[config.mk]
export PLATFORM = sky130hd
export DESIGN_NAME = frame_capture_seq
export DESIGN_NICKNAME = d
export VERILOG_FILES = /design/src/rtl/fcs_pkg.sv /design/src/rtl/fcs_chan_track.sv /design/src/rtl/fcs_buf_count.sv /design/src/rtl/fcs_fsm.sv /design/src/rtl/frame_capture_seq.sv
export SDC_FILE = /design/constraint.sdc
export NUM_CORES = 1
export LEC_CHECK = 0
export BUFFER_PORTS_ARGS = -buffer_cell sky130_fd_sc_hd__clkbuf_2
export CORE_MARGIN = 2
export CORE_UTILIZATION = 45
export CTS_CLUSTER_SIZE = 10
export DETAILED_ROUTE_END_ITERATION = 8
export PLACE_DENSITY = 0.7
export SYNTH_ARGS = -nofsm -noshare
export SYNTH_HDL_FRONTEND = slang
export SYNTH_SLANG_ARGS = --single-unit
[constraint.sdc]
create_clock -name clk -period 4 [get_ports clk]
set_input_delay 1 -clock clk [delete_from_list [all_inputs] [get_ports clk]]
set_output_delay 1 -clock clk [all_outputs]
set_load 0.02 [all_outputs]
[src/rtl/fcs_pkg.sv]
package fcs_pkg;
   typedef enum logic [1:0] {
      ST_STOP = 2'b00,
      ST_WAIT = 2'b01,
      ST_RUN  = 2'b10,
      ST_MISS = 2'b11
   } cap_state_e;
endpackage

[src/rtl/fcs_chan_track.sv]
module fcs_chan_track #(
   parameter int NUM_CH = 3
) (
   input  logic              clk,
   input  logic              rst_n,
   input  logic              arm_i,
   input  logic              clear_i,
   input  logic [NUM_CH-1:0] ch_end_i,
   input  logic              ovr_i,
   output logic              all_done_o,
   output logic              ovr_seen_o
);
   logic [NUM_CH-1:0] seen_q;
   logic              ovr_q;

   // sticky per-channel end flags
   for (genvar g = 0; g < NUM_CH; g++) begin : g_ch
      always_ff @(posedge clk or negedge rst_n) begin
         if (!rst_n)                      seen_q[g] <= 1'b0;
         else if (clear_i)                seen_q[g] <= 1'b0;
         else if (arm_i && ch_end_i[g])   seen_q[g] <= 1'b1;
      end
   end

   always_ff @(posedge clk or negedge rst_n) begin
      if (!rst_n)               ovr_q <= 1'b0;
      else if (clear_i)         ovr_q <= 1'b0;
      else if (arm_i && ovr_i)  ovr_q <= 1'b1;
   end

   assign all_done_o = arm_i && (&(seen_q | ch_end_i));
   assign ovr_seen_o = ovr_q || (arm_i && ovr_i);
endmodule

[src/rtl/fcs_buf_count.sv]
module fcs_buf_count #(
   parameter int CNT_W = 4
) (
   input  logic             clk,
   input  logic             rst_n,
   input  logic             inc_i,
   input  logic             dec_i,
   output logic [CNT_W-1:0] count_o,
   output logic             next_empty_o
);
   localparam logic [CNT_W-1:0] MAX_CNT = {CNT_W{1'b1}};

   logic [CNT_W-1:0] cnt_q, cnt_d;
   logic             do_inc, do_dec;

   assign do_dec = dec_i && (cnt_q != '0);
   assign do_inc = inc_i && !(cnt_q == MAX_CNT && !do_dec);

   always_comb begin
      cnt_d = cnt_q;
      if (do_inc && !do_dec)      cnt_d = cnt_q + 1'b1;
      else if (do_dec && !do_inc) cnt_d = cnt_q - 1'b1;
   end

   always_ff @(posedge clk or negedge rst_n) begin
      if (!rst_n) cnt_q <= '0;
      else        cnt_q <= cnt_d;
   end

   assign count_o      = cnt_q;
   assign next_empty_o = (cnt_d == '0);
endmodule

[src/rtl/fcs_fsm.sv]
module fcs_fsm
   import fcs_pkg::*;
(
   input  logic       clk,
   input  logic       rst_n,
   input  logic       enq_i,
   input  logic       eof_i,
   input  logic       frame_end_i,
   input  logic       ovr_seen_i,
   input  logic       next_empty_i,
   input  logic       dma_idle_i,
   output logic       release_o,
   output logic       clear_o,
   output logic       arm_o,
   output logic [1:0] state_o,
   output logic       cam_en_o,
   output logic       dma_start_o,
   output logic       frame_done_o,
   output logic       ovr_restart_o
);
   cap_state_e state_q, state_d;
   logic       start_ev, done_ev, ovr_ev;
   logic       cam_q, start_q, done_q, ovr_q;

   always_comb begin
      state_d  = state_q;
      start_ev = 1'b0;
      done_ev  = 1'b0;
      ovr_ev   = 1'b0;
      unique case (state_q)
         ST_STOP: if (enq_i) state_d = ST_WAIT;
         ST_WAIT, ST_MISS: if (eof_i) begin
            state_d  = ST_RUN;
            start_ev = 1'b1;
         end
         ST_RUN: if (frame_end_i) begin
            if (ovr_seen_i) begin
               ovr_ev  = 1'b1;
               state_d = ST_WAIT;
            end else begin
               done_ev = 1'b1;
               if (next_empty_i)    state_d = ST_STOP;
               else if (dma_idle_i) state_d = ST_MISS;
            end
         end
         default: state_d = ST_STOP;
      endcase
   end

   always_ff @(posedge clk or negedge rst_n) begin
      if (!rst_n) begin
         state_q <= ST_STOP;
         cam_q   <= 1'b0;
         start_q <= 1'b0;
         done_q  <= 1'b0;
         ovr_q   <= 1'b0;
      end else begin
         state_q <= state_d;
         cam_q   <= (state_d != ST_STOP) && !ovr_ev;
         start_q <= start_ev;
         done_q  <= done_ev;
         ovr_q   <= ovr_ev;
      end
   end

   assign release_o     = done_ev;
   assign clear_o       = frame_end_i || start_ev;
   assign arm_o         = (state_q == ST_RUN);
   assign state_o       = state_q;
   assign cam_en_o      = cam_q;
   assign dma_start_o   = start_q;
   assign frame_done_o  = done_q;
   assign ovr_restart_o = ovr_q;
endmodule

[src/rtl/frame_capture_seq.sv]
module frame_capture_seq #(
   parameter int NUM_CH = 3,
   parameter int CNT_W  = 4
) (
   input  logic              clk,
   input  logic              rst_n,
   input  logic              enq_i,
   input  logic              deq_i,
   input  logic              eof_i,
   input  logic [NUM_CH-1:0] ch_end_i,
   input  logic              overrun_i,
   input  logic              dma_idle_i,
   output logic              cam_en_o,
   output logic              dma_start_o,
   output logic [1:0]        state_o,
   output logic              frame_done_o,
   output logic              ovr_restart_o
);
   if (NUM_CH < 1) begin : g_bad_ch
      $error("frame_capture_seq: NUM_CH must be at least 1");
   end
   if (CNT_W < 1) begin : g_bad_cnt
      $error("frame_capture_seq: CNT_W must be at least 1");
   end

   logic             arm, clear, frame_end, ovr_seen, release_buf, next_empty;
   logic [CNT_W-1:0] count;
   logic             deq_unused;

   // software dequeue takes finished buffers only; the active list is unaffected
   assign deq_unused = deq_i;

   fcs_chan_track #(.NUM_CH(NUM_CH)) u_track (
      .clk, .rst_n,
      .arm_i(arm), .clear_i(clear), .ch_end_i,
      .ovr_i(overrun_i),
      .all_done_o(frame_end), .ovr_seen_o(ovr_seen)
   );

   fcs_buf_count #(.CNT_W(CNT_W)) u_count (
      .clk, .rst_n,
      .inc_i(enq_i), .dec_i(release_buf),
      .count_o(count), .next_empty_o(next_empty)
   );

   fcs_fsm u_fsm (
      .clk, .rst_n,
      .enq_i, .eof_i,
      .frame_end_i(frame_end), .ovr_seen_i(ovr_seen),
      .next_empty_i(next_empty), .dma_idle_i,
      .release_o(release_buf), .clear_o(clear), .arm_o(arm),
      .state_o, .cam_en_o, .dma_start_o, .frame_done_o, .ovr_restart_o
   );
endmodule

=== Word-level counts from Yosys, hierarchy flattened ===
Cells that the tools add are included.
W data, S select, Z words.

* Register bits after elaboration: 14
* Latch bits: 0
* Memory bits (writable): 0
* Bits in read-only memories: 0
* Bits of input ports: 10
* Output and inout port bits: 6
* Word-level logic and storage cells: 69
* Memories kept: 0

* $add $sub $neg: 2
* $mul: 0
* Divide/modulo/power cells: 0
* Order comparisons: 0
* Equal/unequal tests: 4
* Shift-type cells: 0
* Muxes and demuxes: 25
* Bitwise logic cells: 1
* Reduce and logical (&&, ||, !) cells: 27

{| class="wikitable"
|+ Operators by type and width
! operator !! number
|-
| $mux W1 || 16
|-
| $mux W2 || 6
|-
| $logic_and A1 B1 Y1 || 11
|-
| $reduce_bool A2 Y1 || 5
|-
| $mux W4 || 2
|-
| $pmux W2 S3 || 1
|-
| $add A4 B1 Y4 const B || 1
|-
| $eq A2 B2 Y1 const B || 2
|-
| $eq A4 B4 Y1 const B || 1
|-
| $logic_not A1 Y1 || 4
|-
| $logic_not A4 Y1 || 1
|-
| $reduce_bool A4 Y1 || 1
|-
| $sub A4 B1 Y4 const B || 1
|-
| $or A3 B3 Y3 || 1
|-
| $reduce_and A3 Y1 || 1
|-
| $eq A2 B1 Y1 const B || 1
|-
| $logic_not A2 Y1 || 1
|-
| $logic_or A1 B1 Y1 || 2
|-
| $reduce_or A2 Y1 || 1
|}

=== Logic depth before layout (Yosys ltp) ===
Gate-level depths: netlist (run 1).

* Word-level depth: 22
* Depth in mapped cells: 8

=== Modules after synthesis ===
From an unflattened synthesis (run 1), not the netlist that was laid out.

* Cell total of the unflattened synthesis: 70
* Area, all modules: 716.9 sq um

{| class="wikitable"
|+ By module, submodules not included
! module !! instances !! cells an instance !! area an instance (sq um) !! sequential area each (sq um)
|-
| fcs_buf_count || 1 || 34 || 309.0 || 100.1
|-
| fcs_fsm || 1 || 21 || 244.0 || 150.1
|-
| fcs_chan_track || 1 || 15 || 163.9 || 100.1
|}

=== Least setup slack after synthesis (run 1) ===
No wires, ideal clock.

* Path type: input-to-reg
* Start: input ch_end_i[1]
* End: register u_fsm.state_q[1] (netlist: u_fsm.state_o[1])
* Arrival: 2.260 ns
* Setup slack: 1.596 ns
* Cell stages on the path: 7
* Path buffers: 1
* Cells stage by stage: or2_2 clkbuf_1 nand3_4 o2111a_1 a211oi_2 nor4_2 a22oi_1

* Longest elaborated chain between the ends: 19
* Elaborated cells between the ends (all ways): 20
* Those cells by class: mux: 8; bitwise: 1; reduce/logical: 11

{| class="wikitable"
|+ Ends and longest elaborated chain
! item !! RTL line !! RTL
|-
| start, declared || frame_capture_seq.sv:10 || <nowiki>input logic [NUM_CH-1:0] ch_end_i,</nowiki>
|-
| $or A3 B3 Y3 (*) || fcs_chan_track.sv:31 || <nowiki>assign all_done_o = arm_i && (&(seen_q | ch_end_i));</nowiki>
|-
| $reduce_and A3 Y1 (*) || fcs_chan_track.sv:31 ||
|-
| $logic_and A1 B1 Y1 (*) || fcs_chan_track.sv:31 ||
|-
| $mux W1 (*) || fcs_fsm.sv:36 || <nowiki>ST_RUN: if (frame_end_i) begin</nowiki>
|-
| $mux W1 (*) || fcs_fsm.sv:30 || <nowiki>unique case (state_q)</nowiki>
|-
| $logic_and A1 B1 Y1 (*) || fcs_buf_count.sv:16 || <nowiki>assign do_dec = dec_i && (cnt_q != '0);</nowiki>
|-
| $logic_not A1 Y1 || fcs_buf_count.sv:17, fcs_buf_count.sv:21 ||
|-
| $logic_and A1 B1 Y1 || fcs_buf_count.sv:17 || <nowiki>assign do_inc = inc_i && !(cnt_q == MAX_CNT && !do_dec);</nowiki>
|-
| (+5 left out) || n/a ||
|-
| $mux W4 (*) || fcs_buf_count.sv:21 || <nowiki>if (do_inc && !do_dec) cnt_d = cnt_q + 1'b1;</nowiki>
|-
| via u_count.cnt_d[0] || fcs_buf_count.sv:13 || <nowiki>logic [CNT_W-1:0] cnt_q, cnt_d;</nowiki>
|-
| $logic_not A4 Y1 (*) || fcs_buf_count.sv:31 || <nowiki>assign next_empty_o = (cnt_d == '0);</nowiki>
|-
| $mux W2 (*) || fcs_fsm.sv:42 || <nowiki>if (next_empty_i) state_d = ST_STOP;</nowiki>
|-
| $mux W2 (*) || fcs_fsm.sv:37 || <nowiki>if (ovr_seen_i) begin</nowiki>
|-
| $mux W2 (*) || fcs_fsm.sv:36 ||
|-
| $pmux W2 S3 (*) || fcs_fsm.sv:30 ||
|-
| via u_fsm.state_d[1] || fcs_fsm.sv:21 || <nowiki>cap_state_e state_q, state_d;</nowiki>
|-
| end signal, assigned || fcs_fsm.sv:58 || <nowiki>state_q <= state_d;</nowiki>
|-
| end, declared || fcs_fsm.sv:21 ||
|}

Mark *: on every way through the listed nets, which the timed path passes. The rest lies on a longest branch.
A chain may end at the register's enable or synchronous reset.

=== Final worst setup path (run 1) ===
* Start: input overrun_i
* End: register u_fsm.state_q[1] (netlist: u_fsm.state_o[1])

* Longest elaborated chain between the ends: 19
* Elaborated cells between the ends (all ways): 20
* Those cells by class: mux: 9; reduce/logical: 11

{| class="wikitable"
|+ Ends and longest elaborated chain
! item !! RTL line !! RTL
|-
| start, declared || frame_capture_seq.sv:11 || <nowiki>input logic overrun_i,</nowiki>
|-
| $logic_and A1 B1 Y1 (*) || fcs_chan_track.sv:32 || <nowiki>assign ovr_seen_o = ovr_q || (arm_i && ovr_i);</nowiki>
|-
| $logic_or A1 B1 Y1 (*) || fcs_chan_track.sv:32 ||
|-
| $mux W1 || fcs_fsm.sv:37 ||
|-
| $mux W1 || fcs_fsm.sv:36 ||
|-
| $mux W1 || fcs_fsm.sv:30 ||
|-
| $logic_and A1 B1 Y1 || fcs_buf_count.sv:16 ||
|-
| $logic_not A1 Y1 || fcs_buf_count.sv:17, fcs_buf_count.sv:21 ||
|-
| $logic_and A1 B1 Y1 || fcs_buf_count.sv:17 ||
|-
| (+4 left out) || n/a ||
|-
| $mux W4 || fcs_buf_count.sv:22 || <nowiki>else if (do_dec && !do_inc) cnt_d = cnt_q - 1'b1;</nowiki>
|-
| $mux W4 || fcs_buf_count.sv:21 ||
|-
| $logic_not A4 Y1 || fcs_buf_count.sv:31 ||
|-
| $mux W2 || fcs_fsm.sv:42 ||
|-
| $mux W2 (*) || fcs_fsm.sv:37 ||
|-
| $mux W2 (*) || fcs_fsm.sv:36 ||
|-
| $pmux W2 S3 (*) || fcs_fsm.sv:30 ||
|-
| via u_fsm.state_d[1] || fcs_fsm.sv:21 ||
|}

Marked as above.

==> impl_metrics.json, run 1 <==
{
  "synth_warnings": 0,
  "cts_root_buffer": "clkbuf_4",
  "antenna_found_initial": 0,
  "post_cts_resized": 0,
  "detail_route.iter0.violations": 13,
  "die-area_um2": 2206,
  "tightest_slew_ns": 0.4140,
  "holdPathEnd": "u_track.seen_q[1]$_DFFE_PN0P_",
  "n_fill_cell": 154,
  "viasPerCell": 5.656,
  "status": "finished, final reports clean",
  "die_w_um": 46.97,
  "switching_share": 0.4403,
  "r2r-start": "u_count.count_o[0]$_DFF_PN0_",
  "timing.rr.end": "u_fsm.state_o[1]$_DFF_PN0_",
  "total_leakage_power_nw": 0.4482,
  "rsz0062_at_grt": "no",
  "wl_per_cell_um": 12.55,
  "grt_max_degree": 15,
  "synth_top_cell_by_area": "dfrtp_1",
  "port_buffers": 14,
  "syn_inst": 87,
  "drc": 0,
  "antenna_left": 0,
  "cp_max_fo": 9,
  "crit_start": "overrun_i",
  "regToRegSetupSlack_ns": 1.81,
  "postCtsSetupBuffers": 0,
  "synth_cell_types": 37,
  "die_h_um": 46.97,
  "p_int_w": 0.0003982,
  "ys_ff_latch": 14,
  "htree_levels": 1,
  "power.switching_w": 0.0003132,
  "area_growth_pct": 15.66,
  "ys_async_sr_fraction": 1.000,
  "p_comb_frac": 0.480,
  "grt_pass1_wl_um": 2615,
  "yosys-top-cells-area": "dfrtp_1 (42%), nor2_1 (5.4%), a21oi_1 (3.6%)",
  "drv_slew": 0,
  "cts_inserted_buffers": 3,
  "critPathLaunchType": "input pin",
  "synth_ff_type": "dfrtp_1",
  "maxCapViolCount": 0,
  "cp-end-kind": "flip-flop",
  "antennaDiodeCount": 0,
  "worstPathRequired_ns": 4.15,
  "post-route-period-util": 0.6028,
  "tritoncts": "yes",
  "synth_seq_area_share": 0.4217,
  "overflow": 0,
  "wl_um": 1606,
  "globalplace.congestion": 0.8126,
  "clkTransAtPathRegs_ns": 0.08,
  "clkPwrFrac": 0.142,
  "cts_buffer_depth": 2,
  "min-delay-start": "u_track.seen_q[1]$_DFFE_PN0P_",
  "hold_viol_final": 0,
  "synth_area_um2": 830.8,
  "finish.utilization": 0.5565,
  "num_vias": 724,
  "ir_worst_vdd_mv": 0.4192,
  "worstSetupPathType": "input pin to flip-flop",
  "clock_latency_ns": 0.29,
  "preCtsSetupSlack_ns": 1.287,
  "grt_use_total": 0.1722,
  "finClkSkew_ns": 0.002211,
  "syn_area_per_cell_um2": 9.549,
  "place_hpwl_um": 1198,
  "dr.pass1.iters": 4,
  "hold_path_depth": 2,
  "cp_data_arrival_time_ns": 2.56,
  "rows": 15,
  "cts_hold_buf": 0,
  "r2r_cells": 8,
  "nNetsFinal": 116,
  "yosysTopAreaCellShare": 0.4217,
  "core-area_um2": 1727,
  "setup-violations-final": 0,
  "pwr_density_cell_nw_per_um2": 740.3,
  "start_util": 0.4812,
  "io_pins": 16,
  "min_period_ns": 2.411,
  "cts_sinks": 14,
  "finalSetupTns_ns": 0,
  "seqPwrFrac": 0.378,
  "synth.net_count": 99,
  "synth-edff-count": 0,
  "setup_ws_ns": 1.589,
  "layout_common_cells": "clkbuf_2 (14), dfrtp_1 (14), nor2_1 (12)",
  "max_slew_margin": 0.7234,
  "drive_gt1_frac": 0.2718,
  "fmax_ghz": 0.4148,
  "min_path_type": "flip-flop to flip-flop",
  "grt_pass1_vias": 611
}
stage by stage:
| stage | instances | power [W] | cell area [um2] | hold WS, ns |
|---|---|---|---|---|
| 4_1_cts | 128 | 0.0007120 | 960.9 | 0.5017 |
| 6_report | 128 | 0.0007114 | 960.9 | 0.5021 |
| 2_1_floorplan | 87 | 0.0005259 | 830.8 | 0.4545 |
| 3_5_place_dp | 124 | 0.0006098 | 924.6 | 0.4805 |
| 3_3_place_gp | 124 | 0.0006028 | 924.6 | 0.4676 |
| 5_1_grt | 128 | 0.0007674 | 960.9 | 0.5391 |
cells by family after synthesis:
family | share of synthesized area
and+or+nand+nor | 0.2711
AOI/OAI and AO/OA | 0.2365
DFF | 0.4217
buffers and inverters | 0.04066
adders and majority gates | 0.03012
final cells by class:
type / instances / area (um2) / share of cell area
multi-input combinational: 64 / 446.7 / 0.4648
sequential: 14 / 350.3 / 0.3646
timing repair buffer: 14 / 70.07 / 0.07292
clock buffer: 4 / 36.28 / 0.03776
tap: 25 / 31.28 / 0.03255
inverter: 7 / 26.28 / 0.02734
sequential cells by signal, summed over array words and instances (netlist names):
| register | flops |
|---|---|
| u_count.count_o | 4 |
| u_fsm.cam_en_o | 1 |
| u_fsm.dma_start_o | 1 |
| u_fsm.frame_done_o | 1 |
| u_fsm.ovr_restart_o | 1 |
| u_fsm.state_o | 2 |
| u_track.ovr_q | 1 |
| u_track.seen_q | 3 |
power by group through the flow:
stage          sequential, W  combinational (W)  clock, W
2_1_floorplan       0.000279           0.000247         0
3_3_place_gp        0.000268           0.000335         0
3_5_place_dp        0.000271           0.000339         0
4_1_cts             0.000268           0.000341  0.000103
5_1_grt             0.000279           0.000379  0.000110
6_report            0.000269           0.000341  0.000101
layer usage:
layer | GRT usage | part of all wire
met1 | 0.2241 | 0.47
met3 | 0.05769 | 0.052
met2 | 0.2658 | 0.47
met5 | 0 | 0
met4 | 0.06667 | 0.017
synth_stat cells (all sizes together) (3+ instances only):
master   n
a21oi    6
inv      7
or2      3
nand4    3
o211ai   3
nand2    4
nor2    12
dfrtp   14
nand3    4
critical path: stages:
cell,delay (ns)
clkbuf_2,0.11
nor4b_4,0.38
nand3_4,0.18
o211ai_2,0.25
a211oi_1,0.14
nor4_2,0.36
a22oi_1,0.12
how the worst max path moves through the flow:
stage,endpoint,slack (ns),cells after the start
global placement,u_fsm.state_o[1]$_DFF_PN0_,1.28,7
global route,u_fsm.state_o[1]$_DFF_PN0_,1.49,7
CTS,u_fsm.state_o[1]$_DFF_PN0_,1.59,7
floorplan,u_fsm.state_o[1]$_DFF_PN0_,1.60,7
finish,u_fsm.state_o[1]$_DFF_PN0_,1.59,7
detailed placement,u_fsm.state_o[1]$_DFF_PN0_,1.29,7
No activity file was read; power rests on OpenSTA's default activity.
==> run 2: changes to the inputs <==
--- a/config.mk
+++ b/config.mk
@@ -5,12 +5,13 @@
 export SDC_FILE = /design/constraint.sdc
 export NUM_CORES = 1
 export LEC_CHECK = 0
+export ABC_AREA = 1
 export BUFFER_PORTS_ARGS = -buffer_cell sky130_fd_sc_hd__clkbuf_2
 export CORE_MARGIN = 2
 export CORE_UTILIZATION = 45
 export CTS_CLUSTER_SIZE = 10
 export DETAILED_ROUTE_END_ITERATION = 8
-export PLACE_DENSITY = 0.7
+export PLACE_DENSITY = 0.72
 export SYNTH_ARGS = -nofsm -noshare
 export SYNTH_HDL_FRONTEND = slang
 export SYNTH_SLANG_ARGS = --single-unit
==> constraint.sdc (replaced) <==
create_clock -name clk -period 2.1 [get_ports clk]
set_input_delay 0.525 -clock clk [delete_from_list [all_inputs] [get_ports clk]]
set_output_delay 0.525 -clock clk [all_outputs]
set_load 0.02 [all_outputs]
==> run 2 against run 1 <==
  * Register-to-register slack worse by 1.6 ns
  * Critical path type is now flip-flop to flip-flop
  * Power up 120%
  * Highest routed layer unchanged
  * Sequential share of layout area down 4.7 points
  * Clock power up 89%
  * Clock skew up 0.0051 ns
  * Cell area up 15%
==> impl_metrics.json, run 2 <==
{
  "preCtsSetupSlack_ns": 0.1702,
  "whs_ns": 0.1389,
  "wl_um": 1798,
  "seqCellArea_um2": 350.3,
  "finClkSkew_ns": 0.007325,
  "globalplace.congestion": 0.9286,
  "setup-violations-final": 0,
  "synth_cell_types": 25,
  "overflow": 0,
  "n_fill_cell": 196,
  "place_hpwl_um": 1401,
  "start_util": 0.4863,
  "finalSetupTns_ns": 0,
  "worstPathRequired_ns": 2.27,
  "worstSetupPathType": "flip-flop to flip-flop",
  "htree_levels": 1,
  "synth.most_common_cell": "nand2_1",
  "critPathLaunchType": "flip-flop",
  "tightest_slew_ns": 0.3673,
  "yosys-top-cells-area": "dfrtp_1 (36%), nand2_1 (10%), nand2_4 (5.8%)",
  "port_buffers": 14,
  "core-area_um2": 2002,
  "cp-end-kind": "flip-flop",
  "total_leakage_power_nw": 0.5998,
  "dr.pass1.iters": 4,
  "antennaDiodeCount": 0,
  "rows": 16,
  "synth-edff-count": 0,
  "cp_data_arrival_time_ns": 2.03,
  "cp_num_buf_inv": 1,
  "antenna_found_initial": 0,
  "synth.net_count": 128,
  "layout_common_cells": "nand2_1 (26), inv_1 (14), clkbuf_2 (14), dfrtp_1 (14), nor2_1 (10)",
  "pwr_density_cell_nw_per_um2": 1425,
  "max_stage_delay_ns": 0.42,
  "syn_area_per_cell_um2": 8.392,
  "grt_use_total": 0.1679,
  "yosys-top-cells-count": "nand2_1 (26), dfrtp_1 (14), inv_1 (14)",
  "wl_per_cell_um": 11.24,
  "die_w_um": 50.51,
  "clkTransAtPathRegs_ns": 0.09,
  "ir_worst_vdd_mv": 0.8086,
  "synth_seq_area_share": 0.3599,
  "drc": 0,
  "post-route-period-util": 0.8859,
  "cp_top_family": "simple AND/OR/NAND/NOR gates",
  "rsz0062_at_grt": "no",
  "stdcell_count": 160,
  "synth_area_um2": 973.4,
  "multi_input_area_um2": 541.8,
  "cp_max_fo": 6,
  "synth_top_cell_by_area": "dfrtp_1",
  "ys_ff_latch": 14,
  "finish.utilization": 0.5506,
  "worstPathCellList": "inv_1, ha_1, nand2_4, nand3_4, nand3_2, nand3_2, nand2_2, nor2_2, nand2_2, nand2_1, nand2_1, nand2_2, a21oi_2",
  "antenna_left": 0,
  "min_period_ns": 1.860,
  "grt_max_degree": 15,
  "yosysTopAreaCellShare": 0.3599,
  "synth_warnings": 0,
  "cts_sinks": 14,
  "grt_pass1_wl_um": 3249,
  "clock_latency_ns": 0.28,
  "drv_slew": 0,
  "die-area_um2": 2551,
  "cts_inserted_buffers": 3,
  "cts_buffer_depth": 2,
  "detail_route.iter0.violations": 16,
  "viasPerCell": 4.825,
  "grt_pass1_vias": 755,
  "fmax_ghz": 0.5375,
  "io_pins": 16,
  "cts_hold_buf": 0,
  "cp_slowest_cell": "dfrtp_1",
  "area_growth_pct": 13.24,
  "num_vias": 772,
  "nNetsFinal": 146,
  "drive_gt1_frac": 0.3459,
  "hold_viol_final": 0,
  "post-place-cells": 156,
  "postCtsSetupBuffers": 0,
  "layout_commonest_cell": "nand2_1",
  "status": "finished, final reports clean",
  "ys_async_sr_fraction": 1.000,
  "max_slew_margin": 0.7551,
  "largest_reg_flops": 4,
  "min_path_type": "input pin to async pin",
  "syn_inst": 116,
  "path_common_cell": "nand2_2",
  "cts_root_buffer": "clkbuf_4",
  "post_cts_resized": 0,
  "setup_ws_ns": 0.2396,
  "maxCapViolCount": 0,
  "die_h_um": 50.51,
  "tritoncts": "yes",
  "synth_ff_type": "dfrtp_1"
}
[run 2: layout make-up]
class	instances	area share
Multi-Input combinational cell	83	0.4915
Sequential cell	14	0.3178
Clock buffer	4	0.03292
Tap cell	27	0.03065
Inverter	18	0.06356
Timing Repair Buffer	14	0.06356
[run 2: cell families after synthesis]
kind of cell / count (synthesis) / share of synthesized area
flip-flops: 14 / 0.3599
adder cells (fa/ha/maj): 2 / 0.02570
buffers and inverters: 19 / 0.08355
AO/OA/AOI/OAI: 6 / 0.03599
AND/OR/NAND/NOR: 72 / 0.4679
XOR/XNOR: 3 / 0.02700
[run 2: path summary, 6_finish.rpt]
path                                          startpoint                       endpoint  slack (ns)  depth (start not counted)
min                                                rst_n   u_fsm.frame_done_o$_DFF_PN0_        0.14                          1
max                         u_count.count_o[0]$_DFF_PN0_       u_fsm.cam_en_o$_DFF_PN0_        0.24                         13
max reg2reg                 u_count.count_o[0]$_DFF_PN0_       u_fsm.cam_en_o$_DFF_PN0_        0.24                         13
min in group clk                             ch_end_i[2]  u_track.seen_q[2]$_DFFE_PN0P_        0.49                          3
max in group asynchronous                          rst_n       u_fsm.cam_en_o$_DFF_PN0_        1.69                          1
min reg2reg                u_track.seen_q[1]$_DFFE_PN0P_  u_track.seen_q[1]$_DFFE_PN0P_        0.54                          2
[run 2: power by group]
part / switching, W / leakage [nW] / internal [W]
clock network: 0.0000852 / 0.0210 / 0.000105
logic: 0.000590 / 0.406 / 0.000308
registers: 0.000106 / 0.173 / 0.000376
[run 2: metal layers]
metal	global-route usage	wire (um)
met1	0.2330	810
met2	0.2588	865
met3	0.05357	117
met4	0.03153	5
met5	0	0
[run 2: per-stage QoR]
| step | instance area (um2) | total power (W) |
|---|---|---|
| finish | 1102 | 0.001570 |
| global route | 1102 | 0.001721 |
| CTS | 1102 | 0.001585 |
| detailed placement | 1066 | 0.001384 |
| global placement | 1066 | 0.001368 |
| floorplan | 973.4 | 0.001223 |
